## src/rtl/rt_pkg.sv

```systemverilog
package rt_pkg;
    localparam int OFS_W   = 8;
    localparam int REST_W  = 16;
    localparam int CRC_W   = 8;
    localparam logic [CRC_W-1:0] CRC_POLY = 8'h07;
    localparam int BODY_W  = 2 * OFS_W + REST_W;
    localparam int HDR_W   = BODY_W + CRC_W;
    localparam int NPORT   = 5;

    typedef struct packed {
        logic [OFS_W-1:0]  dx;
        logic [OFS_W-1:0]  dy;
        logic [REST_W-1:0] rest;
        logic [CRC_W-1:0]  crc;
    } hdr_t;

    typedef enum logic [2:0] {
        EXIT_LOCAL = 3'd0,
        EXIT_XP    = 3'd1,
        EXIT_XM    = 3'd2,
        EXIT_YP    = 3'd3,
        EXIT_YM    = 3'd4
    } exit_e;

    function automatic logic [CRC_W-1:0] crc_step(input logic [CRC_W-1:0] c, input logic b);
        logic fb;
        fb = c[CRC_W-1] ^ b;
        return {c[CRC_W-2:0], 1'b0} ^ (fb ? CRC_POLY : '0);
    endfunction
endpackage

```

## src/rtl/rt_crc.sv

```systemverilog
module rt_crc
    import rt_pkg::*;
#(
    parameter int DW = BODY_W
) (
    input  logic [DW-1:0]    data,
    output logic [CRC_W-1:0] crc
);
    always_comb begin
        crc = '0;
        for (int i = DW - 1; i >= 0; i--) begin
            crc = crc_step(crc, data[i]);
        end
    end
endmodule

```

## src/rtl/rt_route_dec.sv

```systemverilog
module rt_route_dec
    import rt_pkg::*;
(
    input  hdr_t  hin,
    output exit_e sel,
    output hdr_t  hout
);
    logic signed [OFS_W-1:0] sx, sy;
    logic x_zero, y_zero;

    assign sx = $signed(hin.dx);
    assign sy = $signed(hin.dy);
    assign x_zero = (hin.dx == '0);
    assign y_zero = (hin.dy == '0);

    always_comb begin
        hout     = hin;
        hout.crc = '0;
        sel      = EXIT_LOCAL;
        if (!x_zero) begin
            if (sx > 0) begin
                sel     = EXIT_XP;
                hout.dx = hin.dx - 1'b1;
            end else begin
                sel     = EXIT_XM;
                hout.dx = hin.dx + 1'b1;
            end
        end else if (!y_zero) begin
            if (sy > 0) begin
                sel     = EXIT_YP;
                hout.dy = hin.dy - 1'b1;
            end else begin
                sel     = EXIT_YM;
                hout.dy = hin.dy + 1'b1;
            end
        end
    end
endmodule

```

## src/rtl/rt_out_reg.sv

```systemverilog
module rt_out_reg
    import rt_pkg::*;
(
    input  logic             clk,
    input  logic             rst,
    input  logic             take,
    input  logic             crc_ok,
    input  exit_e            sel,
    input  hdr_t             hnext,
    output logic [NPORT-1:0] vld,
    output logic             err,
    output hdr_t             hreg
);
    logic [NPORT-1:0] sel_oh;

    for (genvar g = 0; g < NPORT; g++) begin : g_dec
        assign sel_oh[g] = (sel == exit_e'(g));
    end

    always_ff @(posedge clk) begin
        if (rst) begin
            vld  <= '0;
            err  <= 1'b0;
            hreg <= '0;
        end else begin
            vld <= '0;
            err <= 1'b0;
            if (take) begin
                if (crc_ok) begin
                    vld  <= sel_oh;
                    hreg <= hnext;
                end else begin
                    err <= 1'b1;
                end
            end
        end
    end
endmodule

```

## src/rtl/route_node.sv

```systemverilog
module route_node
    import rt_pkg::*;
(
    input  logic             clk,
    input  logic             rst,
    input  logic             in_valid,
    output logic             in_ready,
    input  logic [HDR_W-1:0] in_hdr,
    output logic             out_local_v,
    output logic             out_xp_v,
    output logic             out_xm_v,
    output logic             out_yp_v,
    output logic             out_ym_v,
    output logic [HDR_W-1:0] out_hdr,
    output logic             crc_err
);
    hdr_t             hin, hmid, hnext, hreg;
    logic [CRC_W-1:0] crc_chk, crc_new;
    exit_e            sel;
    logic [NPORT-1:0] vld;
    logic             take;

    assign hin      = hdr_t'(in_hdr);
    assign in_ready = !rst;
    assign take     = in_valid && in_ready;

    rt_crc #(.DW(BODY_W)) u_crc_in (
        .data (in_hdr[HDR_W-1:CRC_W]),
        .crc  (crc_chk)
    );

    rt_route_dec u_dec (
        .hin  (hin),
        .sel  (sel),
        .hout (hmid)
    );

    rt_crc #(.DW(BODY_W)) u_crc_out (
        .data ({hmid.dx, hmid.dy, hmid.rest}),
        .crc  (crc_new)
    );

    always_comb begin
        hnext     = hmid;
        hnext.crc = crc_new;
    end

    rt_out_reg u_reg (
        .clk    (clk),
        .rst    (rst),
        .take   (take),
        .crc_ok (crc_chk == hin.crc),
        .sel    (sel),
        .hnext  (hnext),
        .vld    (vld),
        .err    (crc_err),
        .hreg   (hreg)
    );

    assign out_local_v = vld[EXIT_LOCAL];
    assign out_xp_v    = vld[EXIT_XP];
    assign out_xm_v    = vld[EXIT_XM];
    assign out_yp_v    = vld[EXIT_YP];
    assign out_ym_v    = vld[EXIT_YM];
    assign out_hdr     = hreg;
endmodule

```

## config.mk

```make
export PLATFORM = sky130hd
export DESIGN_NAME = route_node
export DESIGN_NICKNAME = d
export VERILOG_FILES = /design/src/rtl/rt_pkg.sv /design/src/rtl/rt_crc.sv /design/src/rtl/rt_route_dec.sv /design/src/rtl/rt_out_reg.sv /design/src/rtl/route_node.sv
export SDC_FILE = /design/constraint.sdc
export NUM_CORES = 1
export LEC_CHECK = 0
export ABC_AREA = 0
export BUFFER_PORTS_ARGS = -buffer_cell sky130_fd_sc_hd__buf_2
export CORE_MARGIN = 2
export CORE_UTILIZATION = 56
export CTS_CLUSTER_DIAMETER = 120
export DETAILED_ROUTE_END_ITERATION = 12
export PLACE_DENSITY = 0.82
export SLEW_MARGIN = 20
export SYNTH_ARGS = -nofsm -noshare
export SYNTH_HDL_FRONTEND = slang
export SYNTH_SLANG_ARGS = --single-unit
export TNS_END_PERCENT = 5
```

## constraint.sdc

```tcl
create_clock -name clk -period 5.4 [get_ports clk]
set_input_delay 0.81 -clock clk [delete_from_list [all_inputs] [get_ports clk]]
set_output_delay 0.81 -clock clk [all_outputs]
set_load 0.02 [all_outputs]
```

======== Word-level counts from Yosys, hierarchy flattened ========
Cells that the tools add are included.
operators by class
  add/subtract/negate cells ............... 4
  multipliers ............................. 0
  div/mod/pow operators ................... 0
  magnitude comparators ................... 2
  equality and inequality tests ........... 5
  shifts and indexed selects .............. 0
  multiplexer cells ....................... 74
  bitwise operators ....................... 126
  reduce and logical (&&, ||, !) cells .... 8
operators by type and width
  kind                                                                    count
  8-bit bitwise XOR                                                       60
  3-bit 2-to-1 mux                                                        67
  1-bit bitwise XOR                                                       60
  8-bit 2-to-1 mux                                                        5
  8-bit by 1-bit adder with 8-bit output (second input constant)          2
  8-bit by 1-bit > comparator with 1-bit output (second input constant)   2
  8-bit logical NOT                                                       2
  8-bit by 1-bit subtractor with 8-bit output (second input constant)     2
  8-bit by 3-bit bitwise XOR with 8-bit output                            2
  8-bit equality test                                                     1
  3-bit by 2-bit equality test with 1-bit output (second input constant)  2
  3-bit by 1-bit equality test with 1-bit output (second input constant)  1
  3-bit equality test (second input constant)                             1
  3-bit logical NOT                                                       1
  3-bit OR reduction                                                      1
  2-bit 2-to-1 mux                                                        1
  1-bit inverter                                                          2
  2-bit AND reduction                                                     1
  2-bit OR reduction                                                      1
  1-bit bitwise XOR (first input constant)                                2
  1-bit logical AND                                                       1
  1-bit logical NOT                                                       1
  1-bit 2-to-1 mux                                                        1
word-level totals
  register bits after elaboration ......... 46
  bits in latches ......................... 0
  memory bits (writable) .................. 0
  bits in read-only memories .............. 0
  input port bits ......................... 43
  output and inout bits ................... 47
  logic and storage cells ................. 225
  memories ................................ 0

======== Longest topological paths before layout ========
Gate-level depths: netlist of the first run.
  depth in word-level cells ............... 96
  gate-level depth with buffers ........... 19
  gate-level depth less buffers ........... 16

======== By module ========
Synthesis of the first run repeated with hierarchy kept, for this count alone.
unflattened totals
  cells, all modules ...................... 450
  area, all modules ....................... 4695.8 µm²
modules (own cells, without submodules)
  module        times used  cells an instance  area an instance (µm²)
  rt_out_reg    1           200                2117.0
  rt_crc        2           61                 860.8
  rt_route_dec  1           115                760.7
  route_node    1           13                 96.3

======== Worst setup path after synthesis of the first run ========
OpenSTA, ideal clock, no wires.
  path type ............................... in2reg
  from .................................... input port in_hdr[39]
  to ...................................... register, netlist name u_reg.hreg[2]
  arrival time ............................ 4788 ps
  required time ........................... 5322 ps
  setup slack ............................. 534 ps
  stages on the path ...................... 18
  buffers on the path ..................... 2
  cell sequence ........................... buf_2 -> inv_1 -> ha_1 -> nand3_1 -> nor2_8 -> clkbuf_1 -> nor2_1 -> ha_1 -> or4_1 -> nor4_1 -> o21ai_0 -> xnor2_1 -> xnor2_1 -> xnor3_1 -> xnor3_1 -> xnor3_1 -> and3_1 -> nor3_1
on the way
  longest elaborated chain between the ends .. 46
  elaborated cells on any way between the ends .. 171
RTL lines
  what                                           RTL line            source
  from (decl)                                    route_node.sv:8     input logic [HDR_W-1:0] in_hdr,
  8-bit by 1-bit > comparator with 1-bit output  rt_route_dec.sv:21  if (sx > 0) begin
  8-bit 2-to-1 mux                               rt_route_dec.sv:21
  8-bit 2-to-1 mux                               rt_route_dec.sv:20  if (!x_zero) begin
  1-bit bitwise XOR                              rt_pkg.sv:27        fb = c[CRC_W-1] ^ b;
  3-bit 2-to-1 mux                               rt_pkg.sv:28        return {c[CRC_W-2:0], 1'b0} ^ (fb ? CRC_POLY : '0);
  8-bit bitwise XOR (6 in a row)                 rt_pkg.sv:28
  1-bit bitwise XOR                              rt_pkg.sv:27
  3-bit 2-to-1 mux                               rt_pkg.sv:28
  [... 15 more ...]                              --
  3-bit 2-to-1 mux                               rt_pkg.sv:28
  8-bit bitwise XOR (6 in a row)                 rt_pkg.sv:28
  1-bit bitwise XOR                              rt_pkg.sv:27
  3-bit 2-to-1 mux                               rt_pkg.sv:28
  8-bit bitwise XOR (6 in a row)                 rt_pkg.sv:28
  1-bit bitwise XOR                              rt_pkg.sv:27
  3-bit 2-to-1 mux                               rt_pkg.sv:28
  8-bit by 3-bit bitwise XOR with 8-bit output   rt_pkg.sv:28
Several ways; a longest one is shown, not always the timed one.
A chain may end at the register's enable or synchronous reset.

======== Worst setup path in the final report of the first run ========
  from .................................... input port in_hdr[39]
  to ...................................... register, netlist name u_reg.hreg[2]
on the way
  longest elaborated chain between the ends .. 46
  elaborated cells on any way between the ends .. 171
RTL lines
  what                                           RTL line
  8-bit by 1-bit > comparator with 1-bit output  rt_route_dec.sv:21
  8-bit 2-to-1 mux                               rt_route_dec.sv:21
  8-bit 2-to-1 mux                               rt_route_dec.sv:20
  1-bit bitwise XOR                              rt_pkg.sv:27
  3-bit 2-to-1 mux                               rt_pkg.sv:28
  8-bit bitwise XOR (6 in a row)                 rt_pkg.sv:28
  1-bit bitwise XOR                              rt_pkg.sv:27
  3-bit 2-to-1 mux                               rt_pkg.sv:28
  [... 15 more ...]                              --
  3-bit 2-to-1 mux                               rt_pkg.sv:28
  8-bit bitwise XOR (6 in a row)                 rt_pkg.sv:28
  1-bit bitwise XOR                              rt_pkg.sv:27
  3-bit 2-to-1 mux                               rt_pkg.sv:28
  8-bit bitwise XOR (6 in a row)                 rt_pkg.sv:28
  1-bit bitwise XOR                              rt_pkg.sv:27
  3-bit 2-to-1 mux                               rt_pkg.sv:28
  8-bit by 3-bit bitwise XOR with 8-bit output   rt_pkg.sv:28
Several ways; a longest one is shown, not always the timed one.

==> impl_metrics.env, run 1 <==
export IMPL_crit_path_top_delay_cell="or4_1"
export IMPL_ys_types=61
export IMPL_rsz0062_at_grt="no"
export IMPL_die_w_um=91.3
export IMPL_die_y_um=91.3
export IMPL_reg2reg_from="u_reg.hreg[0]$_SDFFE_PP0P_"
export IMPL_gp_congestion=0.921
export IMPL_num_antenna_cells=0
export IMPL_finalClockSkew_ps=0
export IMPL_synth_seq_cells=46
export IMPL_critPathBufInv=3
export IMPL_crit_path_end="u_reg.hreg[2]$_SDFFE_PP0P_"
export IMPL_drt_wl_total_um=11600
export IMPL_antenna_left=0
export IMPL_rows=31
export IMPL_vias=3851
export IMPL_path_delay_family="simple AND/OR/NAND/NOR gates"
export IMPL_vdd_drop_max_mv=0.202
export IMPL_synthArstFlopShare_pct=0
export IMPL_syn_area_per_cell_um2=8.68
export IMPL_syn_nets=541
export IMPL_p_int_uw=1000
export IMPL_setup_worst_path_start_class="primary input"
export IMPL_rr_worst_depth=2
export IMPL_final_seq_area_um2=921
export IMPL_min_path_type="reg -> reg"
export IMPL_fillers=629
export IMPL_finalHoldViolCount=0
export IMPL_cts_tree="yes"
export IMPL_worstSetupStartpoint="in_hdr[39]"
export IMPL_syn_to_final_growth_pct=13.5
export IMPL_syn_inst=492
export IMPL_max_freq_mhz=209
export IMPL_syn_area_mm2=0.00427
export IMPL_crit_type="in -> reg"
export IMPL_worst_slew_margin_rel_pct=45.3
export IMPL_routedWlPerCell_um=17.4
export IMPL_drc=0
export IMPL_worst_path_max_fanout=20
export IMPL_multi_input_area_mm2=0.00313
export IMPL_grt_max_degree=29
export IMPL_drv_cap=0
export IMPL_cpPeakStageDelay_ps=520
export IMPL_synth_edf_count=0
export IMPL_cts_hold_buf=0
export IMPL_switching_share_pct=39.5
export IMPL_outcome="finished clean"
export IMPL_clock_latency_ps=320
export IMPL_grtUsageTotal_pct=28.3
export IMPL_grt_antenna_before_repair=0
export IMPL_cts_root_buffer="clkbuf_8"
export IMPL_timing_rr_end="u_reg.hreg[0]$_SDFFE_PP0P_"
export IMPL_cp_depth=18
export IMPL_port_buffers=89
export IMPL_grt_pass1_vias=3623
export IMPL_dp_hpwl_um=8990
export IMPL_power_frac_comb_pct=65.3
export IMPL_p_seq_share_pct=21.1
export IMPL_cts_buffer_depth=2
export IMPL_critPathRequiredTime_ps=5650
export IMPL_finish_utilization_pct=66.1
export IMPL_grt_pass1_wl_um=18600
export IMPL_postCtsSetupRepairBufs=0
export IMPL_ff2ff_setup_slack_ps=4670
export IMPL_seq_area_frac_synth_pct=21.6
export IMPL_setup_viol=0
export IMPL_drt_iter0_drc=268
export IMPL_coreArea_mm2=0.00733
export IMPL_power_leakage_uw=0.00212
export IMPL_yosysWarnings=0
export IMPL_cp_end_kind="flip-flop"
export IMPL_drive_above_1_share_pct=22.6
export IMPL_nets=614
export IMPL_drt_pass1_iterations=5
export IMPL_p_switching_uw=656
export IMPL_period_needed_ps=4780
export IMPL_cts_inserted_buffers=5
export IMPL_min_period_over_period_pct=88.4
export IMPL_clock_sinks=46
export IMPL_ioPinCount=90
export IMPL_fin_tns_setup_ps=0
export IMPL_p_per_area_mw_per_mm2=342
export IMPL_timing_critical_path_cells="buf_2 -> inv_1 -> ha_1 -> nand3_1 -> nor2_8 -> nor2_1 -> ha_1 -> or4_1 -> o22ai_1 -> nand2_1 -> xnor2_2 -> buf_4 -> xnor2_1 -> xnor2_2 -> xor3_1 -> xnor3_1 -> and3_1 -> nor3_1"
export IMPL_p_clk_share_pct=13.7
export IMPL_cts_clk_slew_worst_paths_ps=110
export IMPL_h_tree_depth=2
export IMPL_synth_flop_cell="dfxtp_1"
export IMPL_post_cts_resized=0
export IMPL_design_die_area_mm2=0.00834
export IMPL_grt_overflow_total=0
export IMPL_slew_viol_final=0
export IMPL_start_util_pct=58.3
export IMPL_worstPathArrival_ps=5030
export IMPL_viasPerCell=5.79
export IMPL_tightest_slew_ps=815
per-layer routing:
| metal | GRT usage [%] | up-vias | wire length [µm] |
|---|---|---|---|
| met2 | 45.0 | 201 | 5300 |
| met3 | 5.81 | 14 | 1210 |
| met1 | 39.6 | 1787 | 4920 |
| li1 | - | 1849 | - |
| met5 | 0 | - | 0 |
| met4 | 6.31 | 0 | 142 |
registers in the layout, summed over array words and instances, names as in the netlist:
| name | cells |
|---|---|
| u_reg.hreg | 40 |
| u_reg.err | 1 |
| u_reg.vld | 5 |
worst min-delay path: cells and delay by family, from the launching register on:
family           cells  cell delay, ps
and+or+nand+nor      2             100
DFF                  1             320
how the worst min path moves through the flow:
stage                                 from                     endpoint  slack [ps]  depth (start not counted)
6_report       u_reg.hreg[24]$_SDFFE_PP0P_  u_reg.hreg[24]$_SDFFE_PP0P_         460                          2
5_1_grt        u_reg.hreg[39]$_SDFFE_PP0P_  u_reg.hreg[39]$_SDFFE_PP0P_         480                          2
4_1_cts        u_reg.hreg[24]$_SDFFE_PP0P_  u_reg.hreg[24]$_SDFFE_PP0P_         460                          2
3_5_place_dp   u_reg.hreg[24]$_SDFFE_PP0P_  u_reg.hreg[24]$_SDFFE_PP0P_         440                          2
3_3_place_gp   u_reg.hreg[39]$_SDFFE_PP0P_  u_reg.hreg[39]$_SDFFE_PP0P_         440                          2
2_1_floorplan  u_reg.hreg[24]$_SDFFE_PP0P_  u_reg.hreg[24]$_SDFFE_PP0P_         530                          2
Yosys cell counts (2+ instances only):
cell type   n  area [µm²]
o2111ai_1   2        17.5
o22ai_1     4        25.0
a21o_1      2        15.0
o311ai_0    2        17.5
mux2_2      2        22.5
o31ai_1     2        15.0
a21oi_1    15        75.1
nand4_1     3        18.8
buf_2      15        75.1
buf_4       4        30.0
xnor3_1    21         473
xnor2_1    82         718
o211ai_1    2        15.0
nor3b_1     3        22.5
or3_1       6        37.5
o21ai_1     3        15.0
nor4_1      3        18.8
nor3_1     14        70.1
o21ai_0    34         170
a221oi_1    2        17.5
nand3b_1    3        22.5
nor2_1     25        93.8
a211oi_1    6        45.0
nand3_1    19        95.1
inv_1      13        48.8
and2_1      3        18.8
and3_1      6        37.5
xor2_1     24         210
ha_1        6        75.1
mux2i_1     3        30.0
clkbuf_1   13        48.8
xnor2_2     4        65.1
a31oi_1     4        25.0
xor3_1      4        95.1
a211oi_2    5        62.6
dfxtp_1    46         921
or4_1       4        30.0
nand2_1    60         225
cells in the final DEF (no fill, tap or decap), types with 3 or more instances in the layout:
cell and n:
o22ai_1 4, nand2_1 60, and2_1 3, nor2_1 25, or4_1 4, or3_1 6, o21ai_0 34, buf_4 11
a211oi_1 6, mux2i_1 3, xnor2_1 82, buf_2 89, xnor2_2 4, xnor3_1 21, dfxtp_1 46, clkbuf_8 5
nand3b_1 3, nor4_1 3, a21oi_1 15, o21ai_1 3, ha_1 6, and3_1 6, nor3b_1 3, nor3_1 14
xor3_1 4, a211oi_2 5, inv_1 13, a31oi_1 4, nand3_1 19, nand4_1 3, xor2_1 24
power groups by stage:
stage          clock (µW)  combinational, µW  sequential [µW]
3_5_place_dp            0               1070              357
4_1_cts               227               1080              349
2_1_floorplan           0                890              366
5_1_grt               240               1160              350
3_3_place_gp            0               1040              357
6_report              226               1080              349
cell type report:
cell class	instances	area share, %
multi-input cells	398	64.6
inverters	14	1.08
well taps	99	2.56
repair buffers	100	10.9
clock inverters	3	0.490
clock buffers	5	1.42
flip-flops and latches	46	19.0
per-stage QoR:
step	area [µm²]	setup WS [ps]	total power, µW	hold WS, ps	cells
6_report	4850	625	1660	456	665
3_5_place_dp	4750	348	1430	444	657
3_3_place_gp	4750	376	1400	437	657
2_1_floorplan	4270	534	1260	528	492
5_1_grt	4850	298	1750	482	665
4_1_cts	4850	668	1650	458	665
cells by family (layout without fill, tap and decap cells):
family	count (synthesis)	count (layout)	synth area share, %
xor+xnor	135	135	36.6
simple gates	157	157	18.0
buf+inv	48	122	5.18
fa+ha+maj	6	6	1.76
mux	6	6	1.55
flops	46	46	21.6
compound gates	94	94	15.4
(Power assumes the default switching activity.)
==> run 2: changes to the inputs <==
--- a/config.mk
+++ b/config.mk
@@ -5,13 +5,13 @@
 export SDC_FILE = /design/constraint.sdc
 export NUM_CORES = 1
 export LEC_CHECK = 0
-export ABC_AREA = 0
+export ABC_AREA = 1
 export BUFFER_PORTS_ARGS = -buffer_cell sky130_fd_sc_hd__buf_2
 export CORE_MARGIN = 2
-export CORE_UTILIZATION = 56
+export CORE_UTILIZATION = 58
 export CTS_CLUSTER_DIAMETER = 120
 export DETAILED_ROUTE_END_ITERATION = 12
-export PLACE_DENSITY = 0.82
+export PLACE_DENSITY = 0.84
 export SLEW_MARGIN = 20
 export SYNTH_ARGS = -nofsm -noshare
 export SYNTH_HDL_FRONTEND = slang
==> impl_metrics.env, run 2 <==
export IMPL_drt_wl_total_um=13600
export IMPL_cts_inserted_buffers=5
export IMPL_rows=33
export IMPL_cts_buffer_depth=2
export IMPL_die_w_um=96.9
export IMPL_outcome="finished clean"
export IMPL_routedWlPerCell_um=12.5
export IMPL_seq_area_frac_synth_pct=18.4
export IMPL_tightest_slew_ps=600
export IMPL_drv_cap=0
export IMPL_synth_flop_cell="dfxtp_1"
export IMPL_drt_pass1_iterations=5
export IMPL_rsz0062_at_grt="no"
export IMPL_pre_cts_ws_ps=651
export IMPL_dp_cells=1073
export IMPL_drc=0
export IMPL_viasPerCell=5.33
export IMPL_dp_hpwl_um=10900
export IMPL_num_antenna_cells=0
export IMPL_synthMostInstantiatedCell="nand2_1"
export IMPL_p_int_uw=1070
export IMPL_die_y_um=96.9
export IMPL_critPathRequiredTime_ps=5640
export IMPL_switching_share_pct=55.2
export IMPL_clock_latency_ps=310
export IMPL_design_die_area_mm2=0.00939
export IMPL_syn_inst=892
export IMPL_worstPathArrival_ps=4740
export IMPL_yosys_top_cells_area="nand2_1 (26%), dfxtp_1 (18%), nand3_1 (18%), inv_1 (7.9%), xor2_1 (5.2%)"
export IMPL_grt_antenna_before_repair=0
export IMPL_synthArstFlopShare_pct=0
export IMPL_p_per_area_mw_per_mm2=426
export IMPL_top_regs="u_reg.hreg x40, u_reg.vld x5, u_reg.err x1"
export IMPL_p_clk_share_pct=9.4
export IMPL_syn_area_per_cell_um2=5.61
export IMPL_fin_tns_setup_ps=0
export IMPL_cts_tree="yes"
export IMPL_yosysWarnings=0
export IMPL_slew_viol_final=0
export IMPL_cpPeakStageDelay_ps=360
export IMPL_clock_sinks=46
export IMPL_cts_hold_buf=0
export IMPL_synth_edf_count=0
export IMPL_final_common_cell="nand2_1"
export IMPL_worst_slew_margin_rel_pct=59.6
export IMPL_cp_end_kind="flip-flop"
export IMPL_grt_pass1_wl_um=23000
export IMPL_period_needed_ps=4500
export IMPL_finalClockSkew_ps=0
export IMPL_ys_types=38
export IMPL_syn_to_final_growth_pct=12.2
export IMPL_largest_register="u_reg.hreg"
export IMPL_finalHoldViolCount=0
export IMPL_p_switching_uw=1320
export IMPL_grt_overflow_total=0
export IMPL_syn_area_mm2=0.00501
export IMPL_ioPinCount=90
export IMPL_h_tree_depth=2
export IMPL_port_buffers=89
export IMPL_syn_nets=941
export IMPL_drt_iter0_drc=306
export IMPL_post_cts_resized=0
export IMPL_p_seq_share_pct=15.1
export IMPL_stdcell_count=1081
export IMPL_yosys_area_top_type="nand2_1"
export IMPL_drive_above_1_share_pct=14.3
export IMPL_cpMostUsedCell="nand2_1"
export IMPL_start_util_pct=60.3
export IMPL_max_freq_mhz=222
export IMPL_synth_top_cells_by_count="nand2_1 (346), nand3_1 (179), inv_1 (106)"
export IMPL_vdd_drop_max_mv=0.224
export IMPL_postCtsSetupRepairBufs=0
export IMPL_power_frac_comb_pct=75.6
export IMPL_yosys_area_top_type_share_pct=25.9
export IMPL_antenna_left=0
export IMPL_crit_path_top_delay_cell="ha_1"
export IMPL_nets=1024
export IMPL_power_leakage_uw=0.00335
export IMPL_fillers=844
export IMPL_largest_reg_flops=40
export IMPL_synth_seq_cells=46
export IMPL_crit_type="in -> reg"
export IMPL_cts_clk_slew_worst_paths_ps=100
export IMPL_grtUsageTotal_pct=28.9
export IMPL_cts_root_buffer="clkbuf_8"
export IMPL_setup_viol=0
export IMPL_grt_pass1_vias=5209
export IMPL_final_cell_mix="nand2_1 (346), nand3_1 (179), inv_1 (106)"
export IMPL_min_path_type="reg -> reg"
export IMPL_vias=5757
export IMPL_setup_ws_ps=904
export IMPL_total_power_uw=2390
export IMPL_worst_path_max_fanout=29
export IMPL_finish_utilization_pct=67.7
export IMPL_coreArea_mm2=0.00830
export IMPL_min_period_over_period_pct=83.3
export IMPL_gp_congestion=0.955
export IMPL_grt_max_degree=51
export IMPL_setup_worst_path_start_class="primary input"
==> run 2: final timing paths <==
kind / from / endpoint / slack [ps] / depth (start not counted)
setup / recovery: in_hdr[38] / u_reg.hreg[34]$_SDFFE_PP0P_ / 900 / 25
setup reg to reg: u_reg.hreg[2]$_SDFFE_PP0P_ / u_reg.hreg[2]$_SDFFE_PP0P_ / 4640 / 6
hold / removal: u_reg.hreg[7]$_SDFFE_PP0P_ / u_reg.hreg[7]$_SDFFE_PP0P_ / 470 / 2
hold reg to reg: u_reg.hreg[7]$_SDFFE_PP0P_ / u_reg.hreg[7]$_SDFFE_PP0P_ / 470 / 2
==> run 2: critical path, delay by kind of cell <==
kind            cells  cell delay, ps
simple gates       14            1290
xor+xnor            5            1380
compound gates      2             340
buf+inv             3             550
fa+ha+maj           1             360
==> run 2: power groups by stage <==
stage                     Clock (µW)  Combinational (µW)  Sequential [µW]
after global placement             0                1760              368
after floorplan                    0                1470              387
after CTS                        226                1800              361
after global routing             240                2090              363
after detailed placement           0                1790              368
final                            224                1810              361
==> run 2: final cells by class <==
cell class	instances	area [µm²]	area share, %
multi-input cells	714	3560	63.4
flip-flops and latches	46	921	16.4
repair buffers	94	483	8.59
inverters	114	430	7.66
well taps	105	131	2.34
clock buffers	5	68.8	1.22
clock inverters	3	23.8	0.423
==> run 2: cells by family after synthesis <==
family                   Yosys count  synth area share, %
adder cells (fa/ha/maj)            6                 1.50
AO/OA/AOI/OAI                     66                 6.87
flip-flops                        46                 18.4
buffers and inverters            132                 10.5
AND/OR/NAND/NOR                  586                 50.9
XOR/XNOR                          56                 11.8
==> run 2: per-stage QoR <==
stage | instance area (µm²) | hold WS (ps)
after CTS | 5620 | 478
after global routing | 5620 | 499
after detailed placement | 5530 | 464
final | 5620 | 474
after floorplan | 5010 | 548
after global placement | 5530 | 461
==> run 2: metal layers <==
metal  GRT usage (%)  routed length [µm]
met1            36.8                5890
met2            48.8                6260
met3            2.53                 811
met4            14.1                 598
met5               0                   0
